$ cat config.mk
export PLATFORM = sky130hd
export DESIGN_NAME = nand_seq
export DESIGN_NICKNAME = d
export VERILOG_FILES = /design/src/rtl/nand_seq_pkg.sv /design/src/rtl/nand_seq_decode.sv /design/src/rtl/nand_seq_slot.sv /design/src/rtl/nand_seq.sv
export SDC_FILE = /design/constraint.sdc
export NUM_CORES = 1
export LEC_CHECK = 0
export BUFFER_PORTS_ARGS = -buffer_cell sky130_fd_sc_hd__buf_2
export CORE_MARGIN = 3
export CORE_UTILIZATION = 30
export DETAILED_ROUTE_END_ITERATION = 6
export HOLD_SLACK_MARGIN = 0.02
export PLACE_DENSITY = 0.53
export SLEW_MARGIN = 0
export SYNTH_ARGS = -nofsm -noshare
export SYNTH_HDL_FRONTEND = slang
export SYNTH_SLANG_ARGS = --single-unit
$ cat constraint.sdc
create_clock -name clk -period 2.5 [get_ports clk]
set_clock_uncertainty 0.15 [all_clocks]
set_input_delay 0.125 -clock clk [delete_from_list [all_inputs] [get_ports clk]]
set_output_delay 0.125 -clock clk [all_outputs]
set_load 0.03 [all_outputs]
$ cat src/rtl/nand_seq_pkg.sv
package nand_seq_pkg;

    typedef enum logic [2:0] {
        S_IDLE,
        S_CMD1,
        S_ADDR,
        S_DATA,
        S_CMD2,
        S_WAIT,
        S_DONE
    } seq_state_e;

    // Fields pulled out of the access address
    typedef struct packed {
        logic       data_phase;
        logic [7:0] first_cmd;
        logic [2:0] n_addr;
        logic       last_cmd_en;
        logic [7:0] last_cmd;
        logic       drop_ce;
        logic [7:0] chip;
    } acc_t;

endpackage

$ cat src/rtl/nand_seq_decode.sv
module nand_seq_decode
    import nand_seq_pkg::*;
(
    input  logic [31:0] addr,
    output acc_t        acc
);
    logic unused_addr_bits;
    assign unused_addr_bits = ^addr[2:0];

    always_comb begin
        acc.data_phase  = addr[19];
        acc.first_cmd   = addr[10:3];
        acc.n_addr      = addr[19] ? 3'd0 : addr[23:21];
        acc.last_cmd_en = addr[20];
        acc.last_cmd    = addr[18:11];
        acc.drop_ce     = addr[19] & addr[21];
        acc.chip        = addr[31:24];
    end
endmodule

$ cat src/rtl/nand_seq_slot.sv
module nand_seq_slot #(
    parameter int LOW_CLKS  = 2,
    parameter int HIGH_CLKS = 2
) (
    input  logic clk,
    input  logic rst_n,
    input  logic run,
    output logic strobe_low,
    output logic capture,
    output logic slot_end
);
    localparam int SLOT = LOW_CLKS + HIGH_CLKS;
    localparam int PW   = $clog2(SLOT);

    logic [PW-1:0] ph_d, ph_q;

    always_comb begin
        strobe_low = run && (ph_q < PW'(LOW_CLKS));
        capture    = run && (ph_q == PW'(LOW_CLKS - 1));
        slot_end   = run && (ph_q == PW'(SLOT - 1));
        if (!run || slot_end) ph_d = '0;
        else                  ph_d = ph_q + 1'b1;
    end

    always_ff @(posedge clk or negedge rst_n) begin
        if (!rst_n) ph_q <= '0;
        else        ph_q <= ph_d;
    end
endmodule

$ cat src/rtl/nand_seq.sv
module nand_seq
    import nand_seq_pkg::*;
#(
    parameter int NUM_CHIPS  = 2,
    parameter int BUS_BYTES  = 4,
    parameter int BUSY_GUARD = 4,
    parameter int PULSE_LOW  = 2,
    parameter int PULSE_HIGH = 2
) (
    input  logic                   clk,
    input  logic                   rst_n,
    input  logic                   req_valid,
    output logic                   req_ready,
    input  logic                   req_write,
    input  logic [31:0]            req_addr,
    input  logic [8*BUS_BYTES-1:0] req_wdata,
    output logic                   rsp_valid,
    output logic [8*BUS_BYTES-1:0] rsp_rdata,
    output logic                   nand_cle,
    output logic                   nand_ale,
    output logic                   nand_we_n,
    output logic                   nand_re_n,
    output logic [NUM_CHIPS-1:0]   nand_ce_n,
    output logic [7:0]             nand_io_out,
    output logic                   nand_io_oe,
    input  logic [7:0]             nand_io_in,
    input  logic                   nand_rb_n
);
    localparam int BUS_DW = 8 * BUS_BYTES;
    localparam int CHIP_W = (NUM_CHIPS > 1) ? $clog2(NUM_CHIPS) : 1;
    localparam int CNT_W  = $clog2((BUS_BYTES > 8) ? BUS_BYTES : 8);
    localparam int GW     = $clog2(BUSY_GUARD + 1);

    typedef struct packed {
        seq_state_e            st;
        logic                  rd;
        acc_t                  acc;
        logic [BUS_DW-1:0]     wd;
        logic [BUS_DW-1:0]     rdat;
        logic [CNT_W-1:0]      idx;
        logic [GW-1:0]         guard;
        logic [NUM_CHIPS-1:0]  ce_n;
    } regs_t;

    regs_t q, d;
    acc_t  acc_in;
    seq_state_e cur_st;
    logic  run, strobe_low, capture, slot_end, drives_bus;
    logic  last_addr, last_byte;
    logic [7:0] cur_byte;
    logic  unused_chip;

    assign cur_st      = q.st;
    assign unused_chip = ^acc_in.chip[7:CHIP_W];

    nand_seq_decode u_decode (
        .addr (req_addr),
        .acc  (acc_in)
    );

    nand_seq_slot #(
        .LOW_CLKS  (PULSE_LOW),
        .HIGH_CLKS (PULSE_HIGH)
    ) u_slot (
        .clk        (clk),
        .rst_n      (rst_n),
        .run        (run),
        .strobe_low (strobe_low),
        .capture    (capture),
        .slot_end   (slot_end)
    );

    always_comb begin
        run = (cur_st == S_CMD1) || (cur_st == S_ADDR) ||
              (cur_st == S_DATA) || (cur_st == S_CMD2);
        drives_bus = run && !((cur_st == S_DATA) && q.rd);
        last_addr  = (q.idx + 1'b1) == CNT_W'(q.acc.n_addr);
        last_byte  = q.idx == CNT_W'(BUS_BYTES - 1);
        cur_byte   = 8'h00;
        for (int i = 0; i < BUS_BYTES; i++) begin
            if (q.idx == CNT_W'(i)) cur_byte = q.wd[8*i +: 8];
        end
    end

    always_comb begin
        d = q;
        unique case (q.st)
            S_IDLE: begin
                if (req_valid) begin
                    d.acc  = acc_in;
                    d.rd   = !req_write;
                    d.wd   = req_wdata;
                    d.idx  = '0;
                    d.ce_n = ~(NUM_CHIPS'(1) << acc_in.chip[CHIP_W-1:0]);
                    if (acc_in.data_phase) begin
                        d.rdat = '0;
                        d.st   = S_DATA;
                    end else begin
                        d.st   = S_CMD1;
                    end
                end
            end
            S_CMD1: if (slot_end) begin
                if (q.acc.n_addr != 3'd0)  d.st = S_ADDR;
                else if (q.acc.last_cmd_en) d.st = S_CMD2;
                else                        d.st = S_DONE;
            end
            S_ADDR: if (slot_end) begin
                if (!last_addr)             d.idx = q.idx + 1'b1;
                else if (q.acc.last_cmd_en) d.st  = S_CMD2;
                else                        d.st  = S_DONE;
            end
            S_DATA: begin
                if (capture && q.rd) begin
                    for (int i = 0; i < BUS_BYTES; i++) begin
                        if (q.idx == CNT_W'(i)) d.rdat[8*i +: 8] = nand_io_in;
                    end
                end
                if (slot_end) begin
                    if (!last_byte)             d.idx = q.idx + 1'b1;
                    else if (q.acc.last_cmd_en) d.st  = S_CMD2;
                    else                        d.st  = S_DONE;
                end
            end
            S_CMD2: if (slot_end) begin
                d.guard = '0;
                d.st    = S_WAIT;
            end
            S_WAIT: begin
                if (q.guard < GW'(BUSY_GUARD)) d.guard = q.guard + 1'b1;
                else if (nand_rb_n)            d.st    = S_DONE;
            end
            S_DONE: begin
                if (q.acc.drop_ce) d.ce_n = '1;
                d.st = S_IDLE;
            end
            default: d.st = S_IDLE;
        endcase
    end

    always_ff @(posedge clk or negedge rst_n) begin
        if (!rst_n) begin
            q      <= '0;
            q.st   <= S_IDLE;
            q.ce_n <= '1;
        end else begin
            q <= d;
        end
    end

    always_comb begin
        req_ready   = cur_st == S_IDLE;
        rsp_valid   = cur_st == S_DONE;
        rsp_rdata   = q.rdat;
        nand_cle    = (cur_st == S_CMD1) || (cur_st == S_CMD2);
        nand_ale    = cur_st == S_ADDR;
        nand_we_n   = !(strobe_low && drives_bus);
        nand_re_n   = !(strobe_low && (cur_st == S_DATA) && q.rd);
        nand_ce_n   = q.ce_n;
        nand_io_oe  = drives_bus;
        unique case (cur_st)
            S_CMD1:  nand_io_out = q.acc.first_cmd;
            S_CMD2:  nand_io_out = q.acc.last_cmd;
            S_ADDR:  nand_io_out = cur_byte;
            S_DATA:  nand_io_out = q.rd ? 8'h00 : cur_byte;
            default: nand_io_out = 8'h00;
        endcase
    end
endmodule

After elaboration in Yosys (flattened, before gate mapping)

Cells that the tools add are included.

Input port bits: 77
Flip-flop bits (word level): 108
Output and inout bits: 49

Magnitude comparators: 2
Bitwise gates (word level): 2
Reduce and logical (&&, ||, !) cells: 35
Add/sub/neg operators: 3
Shifts and indexed selects: 1
Multiplexer cells: 39
Eq/ne operators: 30

Operator list:

| operator                                       | count |
|---|---|
| two-way mux 101 bit                            | 1 |
| two-way mux 8 bit                              | 9 |
| two-way mux 32 bit                             | 2 |
| one-hot mux 32 bit (2 select lines)            | 1 |
| two-way mux 3 bit                              | 16 |
| one-hot mux 8 bit (4 select lines)             | 1 |
| != test 2 bit (second input constant)          | 10 |
| AND reduction 5 bit                            | 4 |
| one-hot mux 3 bit (6 select lines)             | 1 |
| != test 2 x 1 -> 1 bit (second input constant) | 8 |
| == test 3 x 2 -> 1 bit (second input constant) | 4 |
| two-way mux 2 bit                              | 5 |
| == test 3 bit (second input constant)          | 3 |
| logical AND 1 bit                              | 9 |
| one-hot mux 3 bit (3 select lines)             | 1 |
| AND reduction 9 bit                            | 1 |
| adder 3 x 1 -> 3 bit (second input constant)   | 2 |
| == test 3 x 1 -> 1 bit (second input constant) | 2 |
| logical NOT 3 bit                              | 2 |
| one-hot mux 3 bit (2 select lines)             | 1 |
| AND reduction 3 bit                            | 2 |
| AND reduction 6 bit                            | 1 |
| nonzero test 2 bit                             | 3 |
| nonzero test 3 bit                             | 2 |
| 13 further kinds                               | 21 |

Logic depth before layout (Yosys ltp)

Depth in word-level cells: 8
Mapped depth: 8
Gate-level depth less buffers: 6

Cells and area by module

From an unflattened synthesis, not the netlist that was laid out.

Cells, all modules: 435
Area, all modules: 5216.3 um2

By module, submodules not included:

| module          | cells an instance | area an instance (um2) | instances | sequential area each (um2) |
|---|---|---|---|---|
| nand_seq        | 395               | 4868.4                 | 1         | 2429.8 |
| nand_seq_decode | 30                | 220.2                  | 1         | 0.0 |
| nand_seq_slot   | 10                | 127.6                  | 1         | 50.0 |

Worst setup path after synthesis

No wires, ideal clock.

Path type: register to register
Start point: register q, in the netlist cur_st[0]
End point: register q, in the netlist rsp_rdata[24]
Period minus slack after synthesis: 2.456 ns
Data required time: 2.225 ns
Setup slack: 0.044 ns
Buffers on the path: 2
Arrival: 2.181 ns
Stages on the path, launching flop included: 7
Path through: dfrtp_1 -> buf_4 -> nor3_1 -> a22oi_1 -> a21o_1 -> buf_2 -> mux2_2

RTL lines:

| what                                                           | line           | text |
|---|---|---|
| start: declaration                                             | nand_seq.sv:45 | `regs_t q, d;` |
| logical NOT 3 bit (*)                                          | -              |  |
| via req_ready                                                  | nand_seq.sv:13 | `output logic req_ready,` |
| != test 2 x 1 -> 1 bit (no line), or another cell as far along | -              |  |
| AND reduction 5 bit (no line)                                  | -              |  |

The timed path passes the listed nets; every way through them passes the cells marked *.
A chain may end at the register's enable or synchronous reset.

Worst setup path in the final report

Start point: register q[5] (netlist bit)
End point: output nand_io_out[6]

Word-level cells in the longest chain between the ends: 7

RTL lines:

| what                                   | line            | text |
|---|---|---|
| logical NOT 3 bit                      | nand_seq.sv:81  | `if (q.idx == CNT_W'(i)) cur_byte = q.wd[8*i +: 8];` |
| two-way mux 8 bit (3 in series)        | nand_seq.sv:81  |  |
| two-way mux 8 bit (*)                  | nand_seq.sv:81  |  |
| two-way mux 8 bit                      | nand_seq.sv:165 | `S_DATA: nand_io_out = q.rd ? 8'h00 : cur_byte;` |
| one-hot mux 8 bit (4 select lines) (*) | nand_seq.sv:161 | `unique case (cur_st)` |
| end: declaration                       | nand_seq.sv:24  | `output logic [7:0] nand_io_out,` |

Mark *: on every way between the ends. The rest lies on a longest branch, timed or not.

==> reports/metrics.sh <==
FINAL_MAX_SLEW_VIOLATION_COUNT=0
DIE_W_UM=134
POWER_DENSITY_nW_PER_UM2=1200
GRT_SETUP_UNREPAIRED='false'
FINAL_CORE_UTILIZATION=0.409
HOLDCRITPATHCLASS='input port to flop'
VIA_COUNT=4063
DIEAREA_UM2=18000
CP-END-KIND='primary output'
CTS.REPORTEDPATHS.CLKPINSLEW_PS=70
TIMING_WORST_SETUP_PATH_TYPE='flop to primary output'
FIN_TNS_SETUP_PS=0
SYNTH_SEQUENTIAL_AREA_RATIO=0.503
GRT_PASS1_WL_UM=21100
COMBINED_AREA_OF_THE_MULTI_INPUT_LOGIC_CELLS_UM2=2090
SYN_INST=518
NUMBER_OF_ANTENNA_VIOLATIONS_AT_THE_FIRST_CHECK_IN_GLOBAL_ROUTING=0
CTS.SINKS=99
CRIT_PATH_START_KIND='flop'
NETLIST-CELL-TYPE-COUNT=45
CTS-ROOT-TO-SINK-BUFFERS=2
TRITONCTS='done'
FINALCRITICALPERIOD_PS=2410
DETAIL_ROUTE.ITER0.VIOLATIONS=200
GRT_REMAINING_OVERFLOW=0
SYNTHTOPCELLSBYCOUNT='sky130_fd_sc_hd__nand2_1 (182), sky130_fd_sc_hd__dfrtp_1 (97), sky130_fd_sc_hd__buf_4 (35), sky130_fd_sc_hd__mux2_2 (33), sky130_fd_sc_hd__clkbuf_1 (17)'
ANTENNA_CELLS_INSERTED=0
NETLIST.AREA_LEADER.SHARE=0.493
CORE_REGION_AREA_UM2=16000
WORST_SLEW_PIN_SLEW_PS=800
GR-USAGE-ALL-LAYERS=0.147
WORST_SKEW_PAIR.LATE_LATENCY_PS=350
SEQ_AREA_UM2=2480
YS_TOP_CELLS_BY_AREA='sky130_fd_sc_hd__dfrtp_1 (49%), sky130_fd_sc_hd__nand2_1 (14%), sky130_fd_sc_hd__mux2_2 (7.5%)'
NUM-NETS-FINAL=748
FINALSETUPVIOLCOUNT=0
DETAILED_PLACE_HPWL_UM=8640
NUMBER_OF_REMAINING_DRC_ERRORS=0
PLACEMENTROWS=46
FIRST_GLOBAL_VIAS=4266
ACHIEVABLE-FREQUENCY_MHz=414
POST_DETAILED_ROUTING_WIRE_LENGTH_UM=12700
RRSETUPSLACK_PS=180
TIMING.CRITICAL_PATH.FANOUT_MAX=8
RESULT_OF_THE_RUN='finished, final reports clean'
CRITPATHARRIVALTIME_PS=2140
SYNTH_FLOP_CELL='sky130_fd_sc_hd__dfrtp_1'
CTS_MAX_LEVEL=3
MAX_CAP_VIOL_COUNT=0
VDD_IR_DROP_MAX_uV=636
MAX_SLEW_HEADROOM=0.466
CLOCK_TREE.ROOT_CELL='sky130_fd_sc_hd__clkbuf_16'
ANT_NETS=0
P_LEAK_uW=0.00336
INITIAL_CORE_UTIL=0.308
ROUTED_WIRE_LENGTH_PER_INSTANCE_UM=14.3
FLOORPLAN.IO_PINS=126
WORST-R2R-CELL-COUNT=7
PERIOD_SHARE=0.966
ASYNCSETRESETFLOPFRACSYNTH=1.00
DRT_FIRST_PASS_ITERS=4
YS_WARN_COUNT=0
SYNTH.MOST_COMMON_CELL='sky130_fd_sc_hd__nand2_1'
NUM-FILL-CELLS=1661
GP_CONGESTION=0.832
YOSYSTOPAREACELL='sky130_fd_sc_hd__dfrtp_1'
AREA.GROWTH.SYNTH_TO_FINAL_PCT=32.8
DETAIL_ROUTE.VIAS_PER_CELL=4.60
DRIVE_ABOVE_1_SHARE=0.304
TIMING.HOLD.WORST_PATH_DEPTH=3
POST_SYNTHESIS_SEQUENTIAL_ELEMENT_COUNT=99
SYNTH-EDFF-COUNT=0
REPORT.FINAL.HOLD_VIOL_COUNT=0
CTS-BUFFERS-INSERTED=9
GRT_MAX_DEGREE=60
FLOORPLAN.DIE.HEIGHT_UM=134
SYN_AREA_PER_CELL_UM2=9.51
PLACE.PORT_BUFFERS=115
NETLIST_AREA_BEFORE_PLACEMENT_UM2=4930
SYNTH_NETS=603
CRIT_REQUIRED_PS=2230
-- logic make-up after synthesis --
| family | share of synthesized area |
|---|---|
| AO/OA/AOI/OAI | 0.104 |
| flip-flops | 0.503 |
| multiplexers | 0.0754 |
| AND/OR/NAND/NOR | 0.208 |
| XOR/XNOR | 0.00711 |
| adder cells (fa/ha/maj) | 0.0203 |
| buffers and inverters | 0.0818 |
-- final cells by class --
class	instances	area share
clock buffer	10	0.0350
clock inverter	6	0.0134
inverter	6	0.00344
multi-input combinational	350	0.319
sequential	99	0.380
tap	216	0.0413
timing repair buffer	197	0.208
-- metrics by stage --
step	hold WS, ps	cell area [um^2]	setup slack, ps	instances	power (uW)
floorplan	-321	4930	44.5	518	5320
global placement	106	5570	205	806	6150
detailed placement	121	5570	146	806	6240
CTS	26.0	6490	-11.3	882	7880
global route	46.4	6540	0.257	884	8460
finish	40.1	6540	86.0	884	7850
-- worst max-delay path, cell delays in order, from the launching register on --
cell and delay (ps):
sky130_fd_sc_hd__dfrtp_2 450, sky130_fd_sc_hd__ha_1 210, sky130_fd_sc_hd__ha_1 260, sky130_fd_sc_hd__and3_2 270, sky130_fd_sc_hd__a221o_1 400, sky130_fd_sc_hd__buf_2 190
-- cell usage in the layout (no fill, tap or decap), drive strengths merged, types with 5 or more instances in the layout --
cell type / count
a221o: 9
dlygate4sd3: 59
a21oi: 8
buf: 138
o21ai: 13
nor2b: 5
a22oi: 16
nand3: 8
nor2: 16
nor3: 6
dfrtp: 97
and2: 8
nand2: 182
clkbuf: 10
ha: 8
inv: 8
mux2: 33
-- worst paths after layout --
check	startpoint	end
max	q[5]	nand_io_out[6]
min	nand_io_in[7]	rsp_rdata[15]
max reg2reg	q[5]	q[5]
min reg2reg	u_slot.ph_q[0]	u_slot.ph_q[0]
max in group asynchronous	rst_n	q[5]
min in group asynchronous	rst_n	q[3]
-- power breakdown --
part	internal (uW)	leakage (uW)	switching, uW
clock	881	0.000157	612
sequential	2260	0.00127	425
combinational	1420	0.00192	2260
total	4560	0.00336	3290
-- per-layer routing --
layer,vias up,global-route usage,part of all wire
met5,-,0,0
met1,1939,0.195,0.46
li1,1992,-,-
met3,18,0.0356,0.053
met2,114,0.232,0.46
met4,0,0.0566,0.020
-- registers in the layout, indices dropped and copies added, names as in the netlist --
signal and cells:
q 60, rsp_rdata 32, nand_ce_n 2, u_slot.ph_q 2
cur_st 3
-- what timing repair did --
action,in CTS,in global routing
setup endpoints to repair,8,9
resized for setup,5,14
hold buffers,59,0
hold endpoints to repair,115,0
setup buffers,1,2
Power figures use the tool's default switching activity.
